**src/rtl/dmts_pkg.sv**
```systemverilog
package dmts_pkg;

  localparam int unsigned OP_W = 2;

  typedef enum logic [OP_W-1:0] {
    OP_ADD = 2'd0,
    OP_SUB = 2'd1,
    OP_AND = 2'd2,
    OP_XOR = 2'd3
  } dmts_op_e;

endpackage

```
**src/rtl/dmts_alu.sv**
```systemverilog
module dmts_alu
  import dmts_pkg::*;
#(
  parameter int unsigned DW = 16
) (
  input  dmts_op_e        op,
  input  logic [DW-1:0]   lhs,
  input  logic [DW-1:0]   rhs,
  output logic [DW-1:0]   y
);

  always_comb begin
    case (op)
      OP_ADD:  y = lhs + rhs;
      OP_SUB:  y = lhs - rhs;
      OP_AND:  y = lhs & rhs;
      OP_XOR:  y = lhs ^ rhs;
      default: y = lhs + rhs;
    endcase
  end

endmodule

```
**src/rtl/dmts_frame_store.sv**
```systemverilog
// Frame memory: one value and one presence bit per slot. Presence bits reset,
// values do not. A preload write wins over a match update in the same cycle.
module dmts_frame_store #(
  parameter int unsigned DW = 16,
  parameter int unsigned AW = 6
) (
  input  logic              clk,
  input  logic              rst_n,
  input  logic [AW-1:0]     rd_addr,
  output logic              rd_full,
  output logic [DW-1:0]     rd_data,
  input  logic              upd_en,
  input  logic              upd_set,
  input  logic [DW-1:0]     upd_data,
  input  logic              pre_we,
  input  logic [AW-1:0]     pre_addr,
  input  logic [DW-1:0]     pre_data,
  input  logic              pre_full,
  output logic [(1<<AW)-1:0] pres_vec
);

  localparam int unsigned N = 1 << AW;

  logic [N-1:0]  full_q;
  logic [N-1:0]  full_d;
  logic [DW-1:0] val_q [N];

  always_comb begin
    full_d = full_q;
    if (upd_en) full_d[rd_addr] = upd_set;
    if (pre_we) full_d[pre_addr] = pre_full;
  end

  always_ff @(posedge clk or negedge rst_n) begin
    if (!rst_n) full_q <= '0;
    else        full_q <= full_d;
  end

  always_ff @(posedge clk) begin
    if (pre_we)                 val_q[pre_addr] <= pre_data;
    else if (upd_en && upd_set) val_q[rd_addr]  <= upd_data;
  end

  assign rd_full  = full_q[rd_addr];
  assign rd_data  = val_q[rd_addr];
  assign pres_vec = full_q;

endmodule

```
**src/rtl/dmts_result_fifo.sv**
```systemverilog
// Result queue taking up to two entries per cycle and giving one.
// DEPTH must be a power of two, at least 2.
module dmts_result_fifo #(
  parameter int unsigned W     = 29,
  parameter int unsigned DEPTH = 4,
  localparam int unsigned AW   = $clog2(DEPTH),
  localparam int unsigned CW   = AW + 1
) (
  input  logic          clk,
  input  logic          rst_n,
  input  logic          push0,
  input  logic [W-1:0]  din0,
  input  logic          push1,
  input  logic [W-1:0]  din1,
  input  logic          pop,
  output logic [W-1:0]  dout,
  output logic          not_empty,
  output logic [CW-1:0] space
);

  logic [W-1:0]  mem_q [DEPTH];
  logic [AW-1:0] wp_q, wp_d, rp_q, rp_d, wp_plus1;
  logic [CW-1:0] cnt_q, cnt_d;

  assign wp_plus1 = wp_q + AW'(1);

  always_comb begin
    wp_d  = wp_q + AW'(push0) + AW'(push1);
    rp_d  = rp_q + AW'(pop);
    cnt_d = cnt_q + CW'(push0) + CW'(push1) - CW'(pop);
  end

  always_ff @(posedge clk or negedge rst_n) begin
    if (!rst_n) begin
      wp_q  <= '0;
      rp_q  <= '0;
      cnt_q <= '0;
    end else begin
      wp_q  <= wp_d;
      rp_q  <= rp_d;
      cnt_q <= cnt_d;
    end
  end

  always_ff @(posedge clk) begin
    if (push0) mem_q[wp_q]     <= din0;
    if (push1) mem_q[wp_plus1] <= din1;
  end

  assign dout      = mem_q[rp_q];
  assign not_empty = (cnt_q != '0);
  assign space     = CW'(DEPTH) - cnt_q;

endmodule

```
**src/rtl/dm_token_match.sv**
```systemverilog
module dm_token_match
  import dmts_pkg::*;
#(
  parameter int unsigned DW         = 16,
  parameter int unsigned FAW        = 6,
  parameter int unsigned IPW        = 6,
  parameter int unsigned OFFW       = 3,
  parameter int unsigned DISPW      = 4,
  parameter int unsigned FIFO_DEPTH = 4
) (
  input  logic                          clk,
  input  logic                          rst_n,
  input  logic                          tok_valid,
  output logic                          tok_ready,
  input  logic [FAW-1:0]                tok_fp,
  input  logic [IPW-1:0]                tok_ip,
  input  logic [DW-1:0]                 tok_data,
  input  logic                          tok_side,
  output logic                          res_valid,
  input  logic                          res_ready,
  output logic [FAW-1:0]                res_fp,
  output logic [IPW-1:0]                res_ip,
  output logic [DW-1:0]                 res_data,
  output logic                          res_side,
  input  logic                          iw_we,
  input  logic [IPW-1:0]                iw_addr,
  input  logic [2*DISPW+OFFW+OP_W+3:0]  iw_data,
  input  logic                          fw_we,
  input  logic [FAW-1:0]                fw_addr,
  input  logic [DW-1:0]                 fw_data,
  input  logic                          fw_full
);

  // Instruction word layout, LSB first.
  localparam int unsigned IW         = 2*DISPW + OFFW + OP_W + 4;
  localparam int unsigned D1_SIDE    = 0;
  localparam int unsigned D1_DISP_LO = 1;
  localparam int unsigned D1_EN      = DISPW + 1;
  localparam int unsigned D0_SIDE    = DISPW + 2;
  localparam int unsigned D0_DISP_LO = DISPW + 3;
  localparam int unsigned OFF_LO     = 2*DISPW + 3;
  localparam int unsigned OP_LO      = OFF_LO + OFFW;
  localparam int unsigned MONO_BIT   = OP_LO + OP_W;
  localparam int unsigned IMEM_N     = 1 << IPW;
  localparam int unsigned RES_W      = FAW + IPW + DW + 1;
  localparam int unsigned SPW        = $clog2(FIFO_DEPTH) + 1;

  // ---------------- declarations ----------------
  logic [IW-1:0]    imem_q [IMEM_N];
  logic             s1_valid_q, s1_valid_d;
  logic [FAW-1:0]   s1_fp_q;
  logic [IPW-1:0]   s1_ip_q;
  logic [DW-1:0]    s1_data_q;
  logic             s1_side_q;

  logic [IW-1:0]    instr;
  logic             mono;
  dmts_op_e         op;
  logic [OFFW-1:0]  off;
  logic [DISPW-1:0] d0_disp, d1_disp;
  logic             d0_side, d1_side, d1_en;

  logic [FAW-1:0]   slot;
  logic             hit;
  logic [DW-1:0]    rd_data;
  logic [(1<<FAW)-1:0] pres_vec;
  logic             fire, room, adv, accept;
  logic [DW-1:0]    stored, lhs, rhs, y;
  logic             push0, push1;
  logic [RES_W-1:0] din0, din1, dout;
  logic [SPW-1:0]   fifo_space;
  logic             upd_en;

  // ---------------- instruction memory ----------------
  always_ff @(posedge clk) begin
    if (iw_we) imem_q[iw_addr] <= iw_data;
  end

  // ---------------- input stage ----------------
  assign room      = (fifo_space >= SPW'(2));
  assign adv       = s1_valid_q & room;
  assign tok_ready = ~s1_valid_q | room;
  assign accept    = tok_valid & tok_ready;

  always_comb begin
    s1_valid_d = s1_valid_q;
    if (adv)    s1_valid_d = 1'b0;
    if (accept) s1_valid_d = 1'b1;
  end

  always_ff @(posedge clk or negedge rst_n) begin
    if (!rst_n) s1_valid_q <= 1'b0;
    else        s1_valid_q <= s1_valid_d;
  end

  always_ff @(posedge clk) begin
    if (accept) begin
      s1_fp_q   <= tok_fp;
      s1_ip_q   <= tok_ip;
      s1_data_q <= tok_data;
      s1_side_q <= tok_side;
    end
  end

  // ---------------- decode ----------------
  assign instr   = imem_q[s1_ip_q];
  assign mono    = instr[MONO_BIT];
  assign op      = dmts_op_e'(instr[OP_LO +: OP_W]);
  assign off     = instr[OFF_LO +: OFFW];
  assign d0_disp = instr[D0_DISP_LO +: DISPW];
  assign d0_side = instr[D0_SIDE];
  assign d1_en   = instr[D1_EN];
  assign d1_disp = instr[D1_DISP_LO +: DISPW];
  assign d1_side = instr[D1_SIDE];

  // ---------------- matching ----------------
  assign slot   = s1_fp_q + FAW'(off);
  assign fire   = mono | hit;
  assign upd_en = adv & ~mono;

  dmts_frame_store #(
    .DW (DW),
    .AW (FAW)
  ) i_frame (
    .clk      (clk),
    .rst_n    (rst_n),
    .rd_addr  (slot),
    .rd_full  (hit),
    .rd_data  (rd_data),
    .upd_en   (upd_en),
    .upd_set  (~hit),
    .upd_data (s1_data_q),
    .pre_we   (fw_we),
    .pre_addr (fw_addr),
    .pre_data (fw_data),
    .pre_full (fw_full),
    .pres_vec (pres_vec)
  );

  // Stored operand sits opposite the incoming one; single-input uses zero.
  assign stored = mono ? '0 : rd_data;
  assign lhs    = s1_side_q ? stored    : s1_data_q;
  assign rhs    = s1_side_q ? s1_data_q : stored;

  dmts_alu #(
    .DW (DW)
  ) i_alu (
    .op  (op),
    .lhs (lhs),
    .rhs (rhs),
    .y   (y)
  );

  // ---------------- result tokens ----------------
  assign push0 = adv & fire;
  assign push1 = adv & fire & d1_en;
  assign din0  = {s1_fp_q, s1_ip_q + IPW'(d0_disp), y, d0_side};
  assign din1  = {s1_fp_q, s1_ip_q + IPW'(d1_disp), y, d1_side};

  dmts_result_fifo #(
    .W     (RES_W),
    .DEPTH (FIFO_DEPTH)
  ) i_fifo (
    .clk       (clk),
    .rst_n     (rst_n),
    .push0     (push0),
    .din0      (din0),
    .push1     (push1),
    .din1      (din1),
    .pop       (res_valid & res_ready),
    .dout      (dout),
    .not_empty (res_valid),
    .space     (fifo_space)
  );

  assign res_side = dout[0];
  assign res_data = dout[1 +: DW];
  assign res_ip   = dout[DW+1 +: IPW];
  assign res_fp   = dout[DW+IPW+1 +: FAW];

endmodule

```
**config.mk**
```make
export PLATFORM = sky130hd
export DESIGN_NAME = dm_token_match
export DESIGN_NICKNAME = d
export VERILOG_FILES = /design/src/rtl/dmts_pkg.sv /design/src/rtl/dmts_alu.sv /design/src/rtl/dmts_frame_store.sv /design/src/rtl/dmts_result_fifo.sv /design/src/rtl/dm_token_match.sv
export SDC_FILE = /design/constraint.sdc
export NUM_CORES = 2
export LEC_CHECK = 0
export ABC_CLOCK_PERIOD_IN_PS = 12600
export BUFFER_PORTS_ARGS = -buffer_cell sky130_fd_sc_hd__buf_2
export CAP_MARGIN = 25
export CORE_MARGIN = 2
export CORE_UTILIZATION = 25
export CTS_CLUSTER_SIZE = 30
export DETAILED_ROUTE_END_ITERATION = 8
export HOLD_SLACK_MARGIN = 0.12
export PLACE_DENSITY = 0.39
export RECOVER_POWER = 100
export SKIP_CTS_REPAIR_TIMING = 1
export SLEW_MARGIN = 0
export SYNTH_ARGS = -nofsm -noshare
export SYNTH_HDL_FRONTEND = slang
export SYNTH_SLANG_ARGS = --single-unit
```
**constraint.sdc**
```tcl
create_clock -name clk -period 12.6 [get_ports clk]
set_input_delay 0 -clock clk [delete_from_list [all_inputs] [get_ports clk]]
set_output_delay 0 -clock clk [all_outputs]
set_load 0.02 [all_outputs]
```
== Word level (Yosys, flattened, before mapping) ==
Memory sizes are Yosys's and may differ from the RTL's. A register that Yosys moved wholly into a read port is not among the register bits.
Cells that the tools add are included.
W data, S select, Z words.
Storage, ports and cells
  RAM bits: 2228
  input port bits: 81
  register bits after elaboration: 101
  memories: 3
  output and inout port bits: 31
Operators by class
  reduce and logical (&&, ||, !) cells: 7
  equal/unequal tests: 3
  $lt $le $gt $ge: 5
  muxes and demuxes: 31
  bitwise gates (word level): 13
  add/sub/neg operators: 13
Memory list
  imem_q: depth 64, bits a word 17, read ports 1, clocked after Yosys merged registers in 1, wr ports 1, line dm_token_match.sv:49  | logic [IW-1:0] imem_q [IMEM_N];
  i_frame.val_q: depth 64, bits a word 16, read ports 1, clocked after Yosys merged registers in 0, wr ports 1, line dmts_frame_store.sv:26  | logic [DW-1:0] val_q [N];
  i_fifo.mem_q: depth 4, bits a word 29, read ports 1, clocked after Yosys merged registers in 0, wr ports 2, line dmts_result_fifo.sv:21  | logic [W-1:0] mem_q [DEPTH];
Operators with widths (number)
  $bwmux W64: 2
  $mux W64: 2
  $mux W16: 4
  $pmux W16 S4: 1
  $mux W1: 17
  $add A16 B16 Y16: 1
  $and A16 B16 Y16: 1
  $reduce_or A16 Y1: 1
  $sub A16 B16 Y16: 1
  $xor A16 B16 Y16: 1
  $lt A6 B7 Y1 const B: 2
  $add A6 B4 Y6: 2
  $demux W1 S6: 2
  $ge A6 B1 Y1 const B: 2
  $mux W6: 2
  $add A2 B1 Y2: 3
  $add A3 B1 Y3: 2
  $add A6 B3 Y6: 1
  $and A1 B1 Y1: 6
  $bmux W1 S6: 1
  $eq A2 B2 Y1 const B: 2
  $ge A3 B2 Y1 const B: 1
  $logic_and A1 B1 Y1: 3
  $not A1 Y1: 3
  other kinds (8): 9

== Logic depth before layout (Yosys ltp) ==
  depth in word-level cells: 10
  depth in mapped cells: 39
  mapped depth without buffers: 30

== Cells and area by module ==
A second synthesis with hierarchy kept.
Unflattened totals
  cells, all modules: 5235
  area total of the unflattened synthesis: 94466.9 um^2
Modules (own cells, without submodules)
  dm_token_match: seq. area each 33687.3 um^2, cells an instance 1855, instances 1, area an instance 43640.6 um^2
  dmts_frame_store: seq. area each 32351.0 um^2, cells an instance 2852, instances 1, area an instance 43274.0 um^2
  dmts_result_fifo: seq. area each 3658.5 um^2, cells an instance 318, instances 1, area an instance 5999.5 um^2
  dmts_alu: seq. area each 0.0 um^2, cells an instance 210, instances 1, area an instance 1552.7 um^2

== Worst setup path before layout ==
OpenSTA, ideal clock, no wires.
  kind: reg-to-reg
  start: register (tool-made name)
  end: memory i_frame.val_q[0][0] (data pin)
  data arrival time: 9.926 ns
  stages on the path, launching flop included: 25
  buffers on the path: 12
  data required time: 11.898 ns
  setup slack: 1.972 ns
  cells stage by stage: dfxtp_1 -> buf_2 -> buf_2 -> buf_2 -> clkbuf_1 -> buf_1 -> buf_1 -> mux4_2 -> mux4_2 -> mux4_2 -> ha_1 -> fa_1 -> buf_2 -> buf_2 -> buf_1 -> buf_1 -> mux2i_1 -> o221ai_1 -> nand2_1 -> nand3_1 -> nor3_1 -> nand2_1 -> clkbuf_1 -> clkbuf_1 -> o21ai_0
RTL lines (line)
  end, declared: dmts_frame_store.sv:26

==> impl_results.md <==
* Syn nets at 5229
* Crit-path max FO at 40
* Wire length of the first global-routing pass at 435 mm
* Sw Pwr at 0.0141 W
* Grt ovf at 0
* Largest net degree at the start of global routing at 76
* Starting density of the core at 25.1%
* Outcome: finished, violations left
* Commonest non-fill, non-tap cell in the layout: edfxtp_1
* CP arrival at 12.19 ns
* Post-route DRC violation count at 0
* Syn Inst Count at 5093
* Worst path required time at 13.07 ns
* Main flop type after synthesis: edfxtp_1
* Avg Cell Area, Syn at 18.6 um^2
* Final hold violations at 12
* Commonest cells after routing, fill and taps aside: edfxtp_1, mux4_2, nand2_1
* PortBufs at 111
* Syn Std Cell Area at 95000 um^2
* Final setup TNS at 0 ns
* CTS root buffer: clkbuf_16
* Clock transition at path regs at 0.06 ns
* Post-DR wirelength/cell at 29.6 um
* Synth cell types at 100
* Skew-Pair Late Insertion Delay at 0.95 ns
* Fin nets at 5625
* Yosys warns at 0
* Hold WS at -0.0351 ns
* Critical path class: register to register
* GPL Wtd Cong at 0.803
* Max frequency at 85.4 MHz
* DIE WIDTH at 620 um
* Max-slew violation count at 3491
* Vias per cell at 4.79
* Post-synth EDFFs at 2257
* H-tree depth at 4
* Total CTS buffers at 249
* Iter 0 DRT Violations at 5162
* Crit path cell chain: buf_4 > mux4_2 > mux4_2 > mux4_2 > fa_4 > xor2_4 > clkbuf_1 > buf_4 > buf_4 > nor3_1 > o31ai_1 > nand3_1 > nor3_1 > nand2_2 > clkbuf_2 > o21ai_0 > nand2_1 > nor2_2
* Worst slew pin tran at 4.10 ns
* Slowest stage delay, CP at 1.47 ns
* Setup Skew at 0.112 ns
* Vert. Die Dim at 620 um
* TritonRoute pass-1 iters at 6
* Nature of the critical path endpoint: register
* Vias at 51300
* Comb power frac at 48.4%
* IO Pins at 112
* Hold Crit Class: input pin to register
* Final setup vio count at 0
* Synth async-reset ratio at 3.08%
* Slew headroom at -173%
* Share of the yosys chip area belonging to registers at 73.4%
* Reg power frac at 30.4%
* Max cap viols at 111
* Routed wire length at 317 mm
* Share of layout cells above drive strength 1 at 22.2%
* Min Tclk post-route at 11.71 ns
* Core Rows at 226
* Fin crit share at 93.0%
* Setup crit start kind: register
* Tot GR Track Use at 16.2%
* Leakage power at 34.5 nW
* Peak supply drop at 387 uV
* Post-DP HPWL at 189 mm
* Clock buffer depth at 4
* Die area at 385000 um^2
* PD cells at 298 nW/um^2
* Clock power frac at 21.2%
* CTS tree: done
* # clock sinks at 2335
* Failing checks: hold timing, capacitance limit, slew limit
* Synthesis-to-layout area growth at 16.9%
* Design internal power at 0.0190 W
* Initial antenna violation count at 27
* Synth Register Bits at 2335
* Vias in the first global route at 51400
* RSZ-0062 raised after global routing: false
* Non-filler instance count after layout at 10700
* Net Sw Frac at 42.5%
* Detail Route Antenna Nets at 0
* Critical path's slowest cell: nor2_2
* Core footprint at 379000 um^2
* Placed Cells at 10100
[cell type report]
| class | instances | area [um^2] |
|---|---|---|
| antenna | 3 | 7.51 |
| clock buffer | 318 | 6590 |
| clock inverter | 132 | 1020 |
| fill | 37200 | 268000 |
| inverter | 40 | 150 |
| multi-input combinational | 2423 | 24100 |
| sequential | 2335 | 69700 |
| tap | 5016 | 6280 |
| timing repair buffer | 440 | 3140 |
[stage by stage]
step / total power, W / area (um^2) / worst slack [ns] / util (%)
5_1_grt: 0.0346 / 111000 / 0.393 / 29.3
4_1_cts: 0.0335 / 111000 / 1.40 / 29.2
3_5_place_dp: 0.0264 / 103000 / 1.44 / 27.2
6_report: 0.0331 / 111000 / 0.885 / 29.3
2_1_floorplan: 0.0196 / 95000 / 1.97 / -
3_3_place_gp: 0.0263 / 103000 / 1.20 / 27.2
[routing by layer]
layer	routed length, um	global-route usage, %	vias up
met4	7170	3.79	4
met1	146000	23.2	27800
met3	17600	2.73	389
met5	25	0	-
li1	-	-	21500
met2	146000	25.5	1559
[path summary, 6_finish.rpt]
check / from / end / slack (ns) / depth (start not counted)
worst max-delay path: register / i_frame.val_q[27][5] / 0.89 / 18
worst min-delay path: iw_addr[3] / imem_q[25][4] / -0.04 / 3
worst max register to register: register / i_frame.val_q[27][5] / 0.89 / 18
worst min register to register: s1_valid_q / s1_valid_q / 0.54 / 2
max in group asynchronous: rst_n / i_frame.pres_vec[63] / 7.74 / 5
min in group asynchronous: rst_n / i_fifo.wp_q[0] / 0.27 / 3
[critical path: cells and delay by family, from the launching register on]
family                     cells  cell delay [ns]
DFF                            1             0.91
xor gates and xnor gates       1             0.69
adders and majority gates      1             0.53
and+or+nand+nor                6             3.67
buffers and inverters          5             2.81
AOI/OAI and AO/OA              2             0.89
muxes                          3             1.67
[logic make-up (layout without fill, tap and decap cells)]
| group | Yosys count | after routing | share of synthesized area, % |
|---|---|---|---|
| compound gates | 528 | 528 | 3.77 |
| xor+xnor | 38 | 38 | 0.358 |
| simple gates | 1061 | 1061 | 4.96 |
| buf+inv | 335 | 930 | 1.63 |
| other cells | 0 | 3 | 0 |
| flops | 2335 | 2335 | 73.4 |
| fa+ha+maj | 55 | 55 | 0.780 |
| mux | 741 | 741 | 15.1 |
[power groups by stage]
| stage | Sequential [W] | Clock, W | Combinational (W) |
|---|---|---|---|
| after global placement | 0.0102 | 0 | 0.0162 |
| after global routing | 0.0101 | 0.00748 | 0.0170 |
| after detailed placement | 0.0102 | 0 | 0.0162 |
| after CTS | 0.0100 | 0.00721 | 0.0163 |
| final | 0.0101 | 0.00703 | 0.0160 |
| after floorplan | 0.0100 | 0 | 0.00955 |
[cells in the mapped netlist (14+ instances only)]
library cell	number	area share, %
nor2_1	290	1.1
or3_1	18	0.12
mux2i_1	132	1.4
xor2_1	16	0.15
inv_1	37	0.15
xnor2_1	21	0.19
buf_2	78	0.41
nand2b_1	24	0.16
clkbuf_1	144	0.57
a221oi_1	14	0.13
nand2_1	413	1.6
o22ai_1	24	0.16
buf_1	42	0.17
dfrtp_1	72	1.9
nor2b_1	23	0.15
ha_1	48	0.63
a32oi_1	31	0.29
a21oi_1	75	0.40
nor3_1	73	0.38
mux2_2	62	0.74
a31oi_1	83	0.55
buf_4	15	0.12
nand4_1	20	0.13
mux4_2	545	13
a211oi_1	16	0.13
nand3_1	125	0.66
o21ai_0	127	0.67
edfxtp_1	2257	71
[registers in the layout, summed over array words and instances (netlist names), named ones only]
register,flops
i_fifo.cnt_q,3
i_fifo.rp_q,2
i_frame.val_q,1024
i_fifo.mem_q,116
s1_fp_q,6
s1_side_q,1
i_fifo.wp_q,2
s1_valid_q,1
i_frame.pres_vec,64
s1_data_q,16
s1_ip_q,6
imem_q,1088
(Power assumes the default switching activity.)
